File: config.mk
export PLATFORM = sky130hd
export DESIGN_NAME = ext_clk_timer
export DESIGN_NICKNAME = d
export VERILOG_FILES = /design/src/rtl/ect_pkg.sv /design/src/rtl/ect_regs.sv /design/src/rtl/ect_ext_path.sv /design/src/rtl/ect_count_core.sv /design/src/rtl/ext_clk_timer.sv
export SDC_FILE = /design/constraint.sdc
export NUM_CORES = 1
export LEC_CHECK = 0
export BUFFER_PORTS_ARGS = -buffer_cell sky130_fd_sc_hd__buf_2
export CAP_MARGIN = 20
export CORE_ASPECT_RATIO = 0.6
export CORE_MARGIN = 2
export CORE_UTILIZATION = 45
export DETAILED_ROUTE_END_ITERATION = 8
export PLACE_DENSITY = 0.65
export SYNTH_ARGS = -nofsm -noshare
export SYNTH_HDL_FRONTEND = slang
export SYNTH_HIERARCHICAL = 1
export SYNTH_SLANG_ARGS = --single-unit
File: constraint.sdc
create_clock -name clk -period 2.3 [get_ports clk]
set_input_delay 0.345 -clock clk [delete_from_list [all_inputs] [get_ports clk]]
set_output_delay 0.345 -clock clk [all_outputs]
set_load 0.03 [all_outputs]
File: src/rtl/ect_pkg.sv
package ect_pkg;
  // Control word layout, bit 0 first from the right.
  typedef struct packed {
    logic [3:0] filt;    // 13:10 filter strength
    logic [1:0] ediv;    // 9:8   edge division code
    logic       pol;     // 7     invert pin
    logic [1:0] tsel;    // 6:5   trigger source
    logic [2:0] smode;   // 4:2   slave mode
    logic       mode_b;  // 1     direct external enable
    logic       run;     // 0     timer enable
  } ect_ctrl_t;

  localparam logic [1:0] A_CTRL = 2'd0;
  localparam logic [1:0] A_DIV  = 2'd1;
  localparam logic [1:0] A_PER  = 2'd2;
  localparam logic [1:0] A_STAT = 2'd3;

  localparam logic [2:0] SMODE_EXT = 3'b111;
endpackage

File: src/rtl/ect_regs.sv
module ect_regs
  import ect_pkg::*;
#(
  parameter int DATA_W = 16
) (
  input  logic              clk,
  input  logic              rst,
  input  logic              wr_en,
  input  logic [1:0]        wr_addr,
  input  logic [DATA_W-1:0] wr_data,
  output ect_ctrl_t         ctrl,
  output logic [DATA_W-1:0] div_val,
  output logic [DATA_W-1:0] period,
  output logic              ovf_clr
);
  localparam int CTRL_W = $bits(ect_ctrl_t);

  always_ff @(posedge clk) begin
    if (rst) begin
      ctrl    <= '0;
      div_val <= '0;
      period  <= '0;
    end else if (wr_en) begin
      case (wr_addr)
        A_CTRL:  ctrl    <= ect_ctrl_t'(wr_data[CTRL_W-1:0]);
        A_DIV:   div_val <= wr_data;
        A_PER:   period  <= wr_data;
        default: ;
      endcase
    end
  end

  // Clearing the flag needs a 0 in bit 0; a 1 is harmless.
  assign ovf_clr = wr_en && (wr_addr == A_STAT) && !wr_data[0];
endmodule

File: src/rtl/ect_ext_path.sv
module ect_ext_path #(
  parameter int SYNC_N = 2,
  parameter int FILT_W = 4,
  parameter int EDIV_W = 2
) (
  input  logic              clk,
  input  logic              rst,
  input  logic              run,
  input  logic              pin,
  input  logic              pol,
  input  logic [FILT_W-1:0] filt,
  input  logic [EDIV_W-1:0] ediv,
  output logic              ext_tick
);
  localparam int PW = (1 << EDIV_W) - 1;

  // Synchronizer
  logic [SYNC_N-1:0] sync_q;
  always_ff @(posedge clk) begin
    if (rst) sync_q <= '0;
    else     sync_q <= {sync_q[SYNC_N-2:0], pin};
  end

  logic level;
  assign level = sync_q[SYNC_N-1] ^ pol;

  // Glitch filter: level must differ for need_n samples in a row
  logic [FILT_W-1:0] need_n;
  logic [FILT_W-1:0] run_len;
  logic              filt_q;
  assign need_n = {1'b0, filt[FILT_W-1:1]} + 1'b1;

  always_ff @(posedge clk) begin
    if (rst) begin
      filt_q  <= 1'b0;
      run_len <= '0;
    end else if (level == filt_q) begin
      run_len <= '0;
    end else if ((run_len + 1'b1) >= need_n) begin
      filt_q  <= level;
      run_len <= '0;
    end else begin
      run_len <= run_len + 1'b1;
    end
  end

  AST_FILT_HOLD: assert property (@(posedge clk) disable iff (rst)
    (level == filt_q) |=> $stable(filt_q));

  // Rising edge detector
  logic filt_d, rise;
  always_ff @(posedge clk) begin
    if (rst) filt_d <= 1'b0;
    else     filt_d <= filt_q;
  end
  assign rise = filt_q & ~filt_d;

  AST_RISE_SINGLE: assert property (@(posedge clk) disable iff (rst)
    rise |=> !rise);

  // Edge prescaler: pass one edge in 2**ediv
  logic [PW-1:0] pcnt, pmask;
  assign pmask = PW'((32'd1 << ediv) - 32'd1);

  always_ff @(posedge clk) begin
    if (rst) pcnt <= '0;
    else if (run && rise) pcnt <= (pcnt >= pmask) ? '0 : pcnt + 1'b1;
  end

  assign ext_tick = run && rise && (pcnt >= pmask);
endmodule

File: src/rtl/ect_count_core.sv
module ect_count_core
  import ect_pkg::*;
#(
  parameter int CNT_W  = 16,
  parameter int TRIG_N = 3,
  parameter int TSEL_W = 2
) (
  input  logic              clk,
  input  logic              rst,
  input  logic              run,
  input  logic              mode_b,
  input  logic [2:0]        smode,
  input  logic [TSEL_W-1:0] tsel,
  input  logic [TRIG_N-1:0] int_trig,
  input  logic              ext_tick,
  input  logic [CNT_W-1:0]  div_val,
  input  logic [CNT_W-1:0]  period,
  input  logic              ovf_clr,
  output logic [CNT_W-1:0]  cnt,
  output logic              ovf
);
  localparam int NSRC = 1 << TSEL_W;

  logic [TRIG_N-1:0] trig_d, trig_rise;
  always_ff @(posedge clk) begin
    if (rst) trig_d <= '0;
    else     trig_d <= int_trig;
  end
  assign trig_rise = int_trig & ~trig_d;

  // Trigger selector: top code is the external path
  logic [NSRC-1:0] src_vec;
  for (genvar i = 0; i < NSRC; i++) begin : g_src
    if (i == NSRC - 1) begin : g_ext
      assign src_vec[i] = ext_tick;
    end else if (i < TRIG_N) begin : g_int
      assign src_vec[i] = trig_rise[i];
    end else begin : g_none
      assign src_vec[i] = 1'b0;
    end
  end

  logic src;
  always_comb begin
    if (mode_b)                  src = ext_tick;
    else if (smode == SMODE_EXT) src = src_vec[tsel];
    else                         src = 1'b1;
  end

  // Count divider
  logic [CNT_W-1:0] dcnt;
  logic             tick, wrap;
  assign tick = run && src && (dcnt >= div_val);
  assign wrap = tick && (cnt == period);

  always_ff @(posedge clk) begin
    if (rst) dcnt <= '0;
    else if (run && src) dcnt <= tick ? '0 : dcnt + 1'b1;
  end

  always_ff @(posedge clk) begin
    if (rst)       cnt <= '0;
    else if (wrap) cnt <= '0;
    else if (tick) cnt <= cnt + 1'b1;
  end

  always_ff @(posedge clk) begin
    if (rst)          ovf <= 1'b0;
    else if (wrap)    ovf <= 1'b1;
    else if (ovf_clr) ovf <= 1'b0;
  end

  AST_HOLD_OFF: assert property (@(posedge clk) disable iff (rst)
    !run |=> $stable(cnt));
  AST_STEP: assert property (@(posedge clk) disable iff (rst)
    (tick && cnt != period) |=> cnt == $past(cnt) + 1'b1);
  AST_WRAP_ZERO: assert property (@(posedge clk) disable iff (rst)
    (tick && cnt == period) |=> (cnt == '0) && ovf);
  AST_OVF_STICKY: assert property (@(posedge clk) disable iff (rst)
    (ovf && !ovf_clr) |=> ovf);
  AST_DIRECT_FIRST: assert property (@(posedge clk) disable iff (rst)
    (mode_b && !ext_tick) |-> !tick);
endmodule

File: src/rtl/ext_clk_timer.sv
module ext_clk_timer
  import ect_pkg::*;
#(
  parameter int CNT_W  = 16,
  parameter int TRIG_N = 3,
  parameter int SYNC_N = 2
) (
  input  logic              clk,
  input  logic              rst,
  input  logic              wr_en,
  input  logic [1:0]        wr_addr,
  input  logic [CNT_W-1:0]  wr_data,
  input  logic              ext_pin,
  input  logic [TRIG_N-1:0] int_trig,
  output logic [CNT_W-1:0]  count,
  output logic              ovf_flag
);
  ect_ctrl_t        ctrl;
  logic [CNT_W-1:0] div_val, period;
  logic             ovf_clr, ext_tick;

  ect_regs #(.DATA_W(CNT_W)) u_regs (
    .clk(clk), .rst(rst), .wr_en(wr_en), .wr_addr(wr_addr), .wr_data(wr_data),
    .ctrl(ctrl), .div_val(div_val), .period(period), .ovf_clr(ovf_clr)
  );

  ect_ext_path #(.SYNC_N(SYNC_N), .FILT_W(4), .EDIV_W(2)) u_ext (
    .clk(clk), .rst(rst), .run(ctrl.run), .pin(ext_pin), .pol(ctrl.pol),
    .filt(ctrl.filt), .ediv(ctrl.ediv), .ext_tick(ext_tick)
  );

  ect_count_core #(.CNT_W(CNT_W), .TRIG_N(TRIG_N), .TSEL_W(2)) u_core (
    .clk(clk), .rst(rst), .run(ctrl.run), .mode_b(ctrl.mode_b),
    .smode(ctrl.smode), .tsel(ctrl.tsel), .int_trig(int_trig),
    .ext_tick(ext_tick), .div_val(div_val), .period(period),
    .ovf_clr(ovf_clr), .cnt(count), .ovf(ovf_flag)
  );
endmodule

==> results.txt, run 1 <==
outcome: complete, but fails checks
failing checks: negative setup slack
die area: 11600 um^2
antenna violations before repair: 0
Inserted Clock Buffers: 9
number of I/O pins: 42
YS warnings: 6
CP Class: flip-flop to flip-flop
Final Wtd Congestion: 0.816
commonest non-fill, non-tap cells in the layout: dfxtp_1, nand2b_1, mux2i_1, buf_2
syn avg cell area: 9.23 um^2
Worst Path Required: 2.54 ns
Syn-to-layout area delta: 24.2%
fin crit period: 2.46 ns
clock buffer depth: 2
crit path capture type: flip-flop
Antenna diodes: 0
Setup Skew: 0.00633 ns
most used cell, CP: buf_6
worst stage delay on the critical path: 0.33 ns
post-route cell area: 5980 um^2
Setup Viol. Count Final: 33
Sequential Area: 1840 um^2
via count: 3969
CP top delay family: compound AO/OA/AOI/OAI gates
CP max stage cell: dfxtp_2
leak pwr: 2.63 nW
Nets: 642
Syn Inst Count: 522
worst slew pin tran: 0.864 ns
GRT Util Overall: 21.0%
CTS tree: built
Final Max Tran Viols: 0
HP Class: input pin to flip-flop
worst path cell trace: or2_4, ha_4, nand2b_4, a31oi_4, nor2_2, and2_4, o21ai_2, a21oi_2, o31a_1, buf_6, buf_6, nand2_2, a32o_1
Avg WL per Cell: 16.5 um
CTS H-tree depth: 3
Starting Density: 45.9%
placed wire-length estimate: 8.59 mm
Final ANT Viol Nets: 0
layout cell share with drive strength beyond 1: 25.1%
input/output buffers: 41
Die X: 138 um
FP Rows: 29
first-pass detailed-route iteration total: 5
crit path max fanout: 7
area of the multi-input gates: 2990 um^2
post-route setup slack: -0.160 ns
Filler Cell Count: 917
worst rel slew slack: 42.4%
total core area: 10500 um^2
syn nets: 575
Via density: 5.42
TNS Setup: -3.33 ns
CP startpoint kind: flip-flop
drt total wl: 12.0 mm
Worst Path Buf+Inv: 2
Residual DRC: 0
Worst-path clk slew: 0.07 ns
vias in the first global route: 3811
commonest non-fill, non-tap cell in the layout: dfxtp_1
FMAX: 406 MHz
RSZ-0062 raised after global routing: true
max_cap viols: 0
Clk Latency, worst-skew pair: 0.34 ns
pwr/cell area: 587 nW/um^2
area of the mapped netlist: 4820 um^2
DR iter-0 viols: 256
peak supply drop: 354 uV
period utilization: 107%
remaining global-route overflow: 0
largest net degree at the start of global routing: 33
first-pass GRT wire length: 19.0 mm
die height: 84.1 um
dpl cell area: 5360 um^2
final hold viol count: 0
Worst Path Arrival: 2.70 ns
# clock sinks: 92
root buf cell: clkbuf_16
repair_timing:
item	in CTS	in global routing
buffers inserted	4	4
resized for setup	16	50
gates cloned	1	1
hold endpoints to repair	0	0
endpoints found under the setup margin	33	33
hold buffers	0	0
pin swaps	7	26
registers in the layout (all words and copies together), names as in the netlist:
name / cells
u_core/cnt: 16
u_core/dcnt: 16
u_core/ovf: 1
u_core/trig_d: 3
u_ext/filt_d: 1
u_ext/filt_q: 1
u_ext/pcnt: 3
u_ext/run_len: 4
u_ext/sync_q: 2
u_regs/ctrl: 13
u_regs/div_val: 16
u_regs/period: 16
stage by stage:
step / hold slack [ns] / instances / power, mW / util (%) / setup WS [ns]
2_1_floorplan: 0.414 / 522 / 1.90 / - / -0.0855
3_3_place_gp: 0.430 / 707 / 2.01 / 51.1 / -0.260
3_5_place_dp: 0.425 / 707 / 2.02 / 51.1 / -0.332
4_1_cts: 0.216 / 727 / 3.51 / 54.7 / -0.117
5_1_grt: 0.223 / 732 / 3.65 / 57.0 / -0.267
6_report: 0.223 / 732 / 3.51 / 57.0 / -0.160
final cells by class:
class / count / share of cell area (%)
Clock inverter: 4 / 0.837
Tap cell: 139 / 2.91
Clock buffer: 11 / 4.06
Inverter: 27 / 1.69
Sequential cell: 92 / 30.8
Timing Repair Buffer: 80 / 9.66
Multi-Input combinational cell: 379 / 50.0
final timing paths:
| kind | endpoint | slack, ns | cells past startpoint | startpoint |
|---|---|---|---|---|
| worst max register to register | u_core/cnt[2] | -0.16 | 13 | u_regs/ctrl[8] |
| worst min-delay path | u_core/trig_d[2] | 0.22 | 2 | int_trig[2] |
| worst min register to register | u_ext/sync_q[1] | 0.46 | 1 | u_ext/sync_q[0] |
| worst max-delay path | u_core/cnt[2] | -0.16 | 13 | u_regs/ctrl[8] |
report_power, final:
group	switching, mW	internal, mW	total, mW
combinational	0.209	0.169	0.379
clock	0.615	0.864	1.48
sequential	0.0248	1.63	1.65
total	0.849	2.66	3.51
routing by layer:
| layer | up-vias | routed length [um] | global-route usage, % |
|---|---|---|---|
| met5 | - | 0 | 0 |
| met4 | 0 | 104 | 5.34 |
| met3 | 10 | 760 | 4.05 |
| met2 | 122 | 5030 | 30.5 |
| met1 | 1902 | 6150 | 31.8 |
| li1 | 1935 | - | - |
No activity file was read; power rests on OpenSTA's default activity.
==> run 2: changes to the inputs <==
- ABC_AREA: not set -> 1
==> results.txt, run 2 <==
outcome: completed
Top Metal Used: met4
CP startpoint kind: flip-flop
Setup Viol. Count Final: 0 (-100%)
DR iter-0 viols: 315 (+23%)
pwr/cell area: 589 nW/um^2 (+0.38%)
drt total wl: 13.0 mm (+8.2%)
Worst-path clk slew: 0.07 ns (about the same)
vias in the first global route: 4225 (+11%)
root buf cell: clkbuf_16
commonest non-fill, non-tap cells in the layout: nand2_1, inv_1, nor2_1, dfxtp_1, nand3_1
Avg WL per Cell: 12.6 um (-23%)
peak supply drop: 456 uV (+29%)
largest net degree at the start of global routing: 33 (unchanged)
Antenna diodes: 0 (unchanged)
Die X: 145 um (+5.7%)
fin crit period: 2.19 ns (-0.266 ns)
syn nets: 874 (+52%)
Non-Filler Instances: 1032 (+41%)
number of I/O pins: 42 (unchanged)
Syn Inst Count: 821 (+57%)
crit path capture type: flip-flop
GRT Util Overall: 20.6% (-0.41 points)
antenna violations before repair: 0 (unchanged)
Worst Path Required: 2.53 ns (about the same)
CTS tree: built
met1 WL: 7.05 mm (+15%)
die area: 12900 um^2 (+12%)
Final Power: 3.71 mW (+5.7%)
remaining global-route overflow: 0 (unchanged)
dpl cells: 1015 (+44%)
crit path max fanout: 8 (+1)
Post-CTS Resized: 0 (-16)
Nets: 921 (+43%)
syn avg cell area: 6.58 um^2 (-29%)
TNS Setup: 0 ns (+3.33 ns)
RSZ-0062 raised after global routing: true
commonest non-fill, non-tap cell in the layout: nand2_1
Final Wtd Congestion: 0.905 (+11%)
leak pwr: 2.97 nW (+13%)
post-route cell area: 6300 um^2 (+5.3%)
placed wire-length estimate: 9.73 mm (+13%)
clock buffer depth: 2 (unchanged)
FMAX: 456 MHz (+12%)
via count: 4895 (+23%)
CP Class: flip-flop to flip-flop
worst rel slew slack: 55.7% (+13 points)
Clk Latency, worst-skew pair: 0.35 ns (about the same)
Final ANT Viol Nets: 0 (unchanged)
Placement Setup Slack: 0.0266 ns (+0.359 ns)
Worst Path Arrival: 2.43 ns (-0.27 ns)
FP Rows: 30 (+3.4%)
final hold viol count: 0 (unchanged)
Residual DRC: 0 (unchanged)
YS warnings: 6 (unchanged)
Final Max Tran Viols: 0 (unchanged)
input/output buffers: 41 (unchanged)
worst slew pin tran: 0.664 ns (-0.200 ns)
layout cell share with drive strength beyond 1: 15.6% (-9.5 points)
die height: 88.8 um (+5.6%)
Setup Skew: 0.00689 ns (+0.000565 ns)
# hold bufs at CTS: 0 (unchanged)
HP Class: input pin to flip-flop
max_cap viols: 0 (unchanged)
post-route setup slack: 0.106 ns (+0.266 ns)
CTS H-tree depth: 3 (unchanged)
area of the mapped netlist: 5400 um^2 (+12%)
Syn-to-layout area delta: 16.6%
post-CTS setup buffers: 0 (-4)
total core area: 11500 um^2 (+9.5%)
period utilization: 95.4% (-12 points)
DR WL met3: 804 um (+5.8%)
dpl cell area: 5780 um^2 (+7.9%)
# clock sinks: 92 (unchanged)
first-pass detailed-route iteration total: 5 (unchanged)
R2R setup slack: 0.11 ns (+0.27 ns)
Via density: 4.74 (-13%)
Inserted Clock Buffers: 9 (unchanged)
first-pass GRT wire length: 21.0 mm (+11%)
met2 wire len: 5.08 mm (+0.95%)
Starting Density: 47.0% (+1.1 points)
run 2: power breakdown:
| group | switching, mW | total (mW) | internal (mW) |
|---|---|---|---|
| Clock | 0.644 | 1.59 | 0.948 |
| Sequential | 0.0343 | 1.68 | 1.64 |
| Combinational | 0.286 | 0.440 | 0.154 |
run 2: area by class of cell:
cell class	instances	area, um^2
fill	1147	5190
sequential	92	1840
multi-input combinational	560	2990
timing repair buffer	60	402
clock buffer	9	225
tap	160	200
inverter	145	552
clock inverter	6	90.1
run 2: worst paths after layout:
path              cells after the start            start          endpoint
setup / recovery                     17   u_regs/ctrl[9]    u_core/cnt[11]
hold / removal                        3      int_trig[2]  u_core/trig_d[2]
setup reg to reg                     17   u_regs/ctrl[9]    u_core/cnt[11]
hold reg to reg                       2  u_ext/sync_q[0]   u_ext/sync_q[1]
run 2: metrics by stage:
step | utilization [%] | hold slack (ns)
2_1_floorplan | - | 0.388
3_3_place_gp | 50.3 | 0.402
3_5_place_dp | 50.3 | 0.403
4_1_cts | 53.1 | 0.202
5_1_grt | 54.8 | 0.218
6_report | 54.8 | 0.206
run 2: worst max-delay path: stages, from the launching register on:
cell and delay [ns]:
dfxtp_2 0.32, or2_4 0.25, ha_4 0.26, inv_2 0.02, nand2_1 0.04, nand3_1 0.06
nand2_1 0.06, nand2_1 0.06, inv_1 0.07, inv_2 0.04, a21oi_2 0.11, nand2_1 0.06
nand3_2 0.11, nand2_4 0.09, inv_8 0.11, nand3_4 0.16, nand2_8 0.18, a21oi_1 0.05
run 2: metal layers:
metal,GRT usage (%),up-vias
met2,29.9,106
li1,-,2590
met3,4.43,10
met5,0,-
met1,31.4,2189
met4,4.10,0
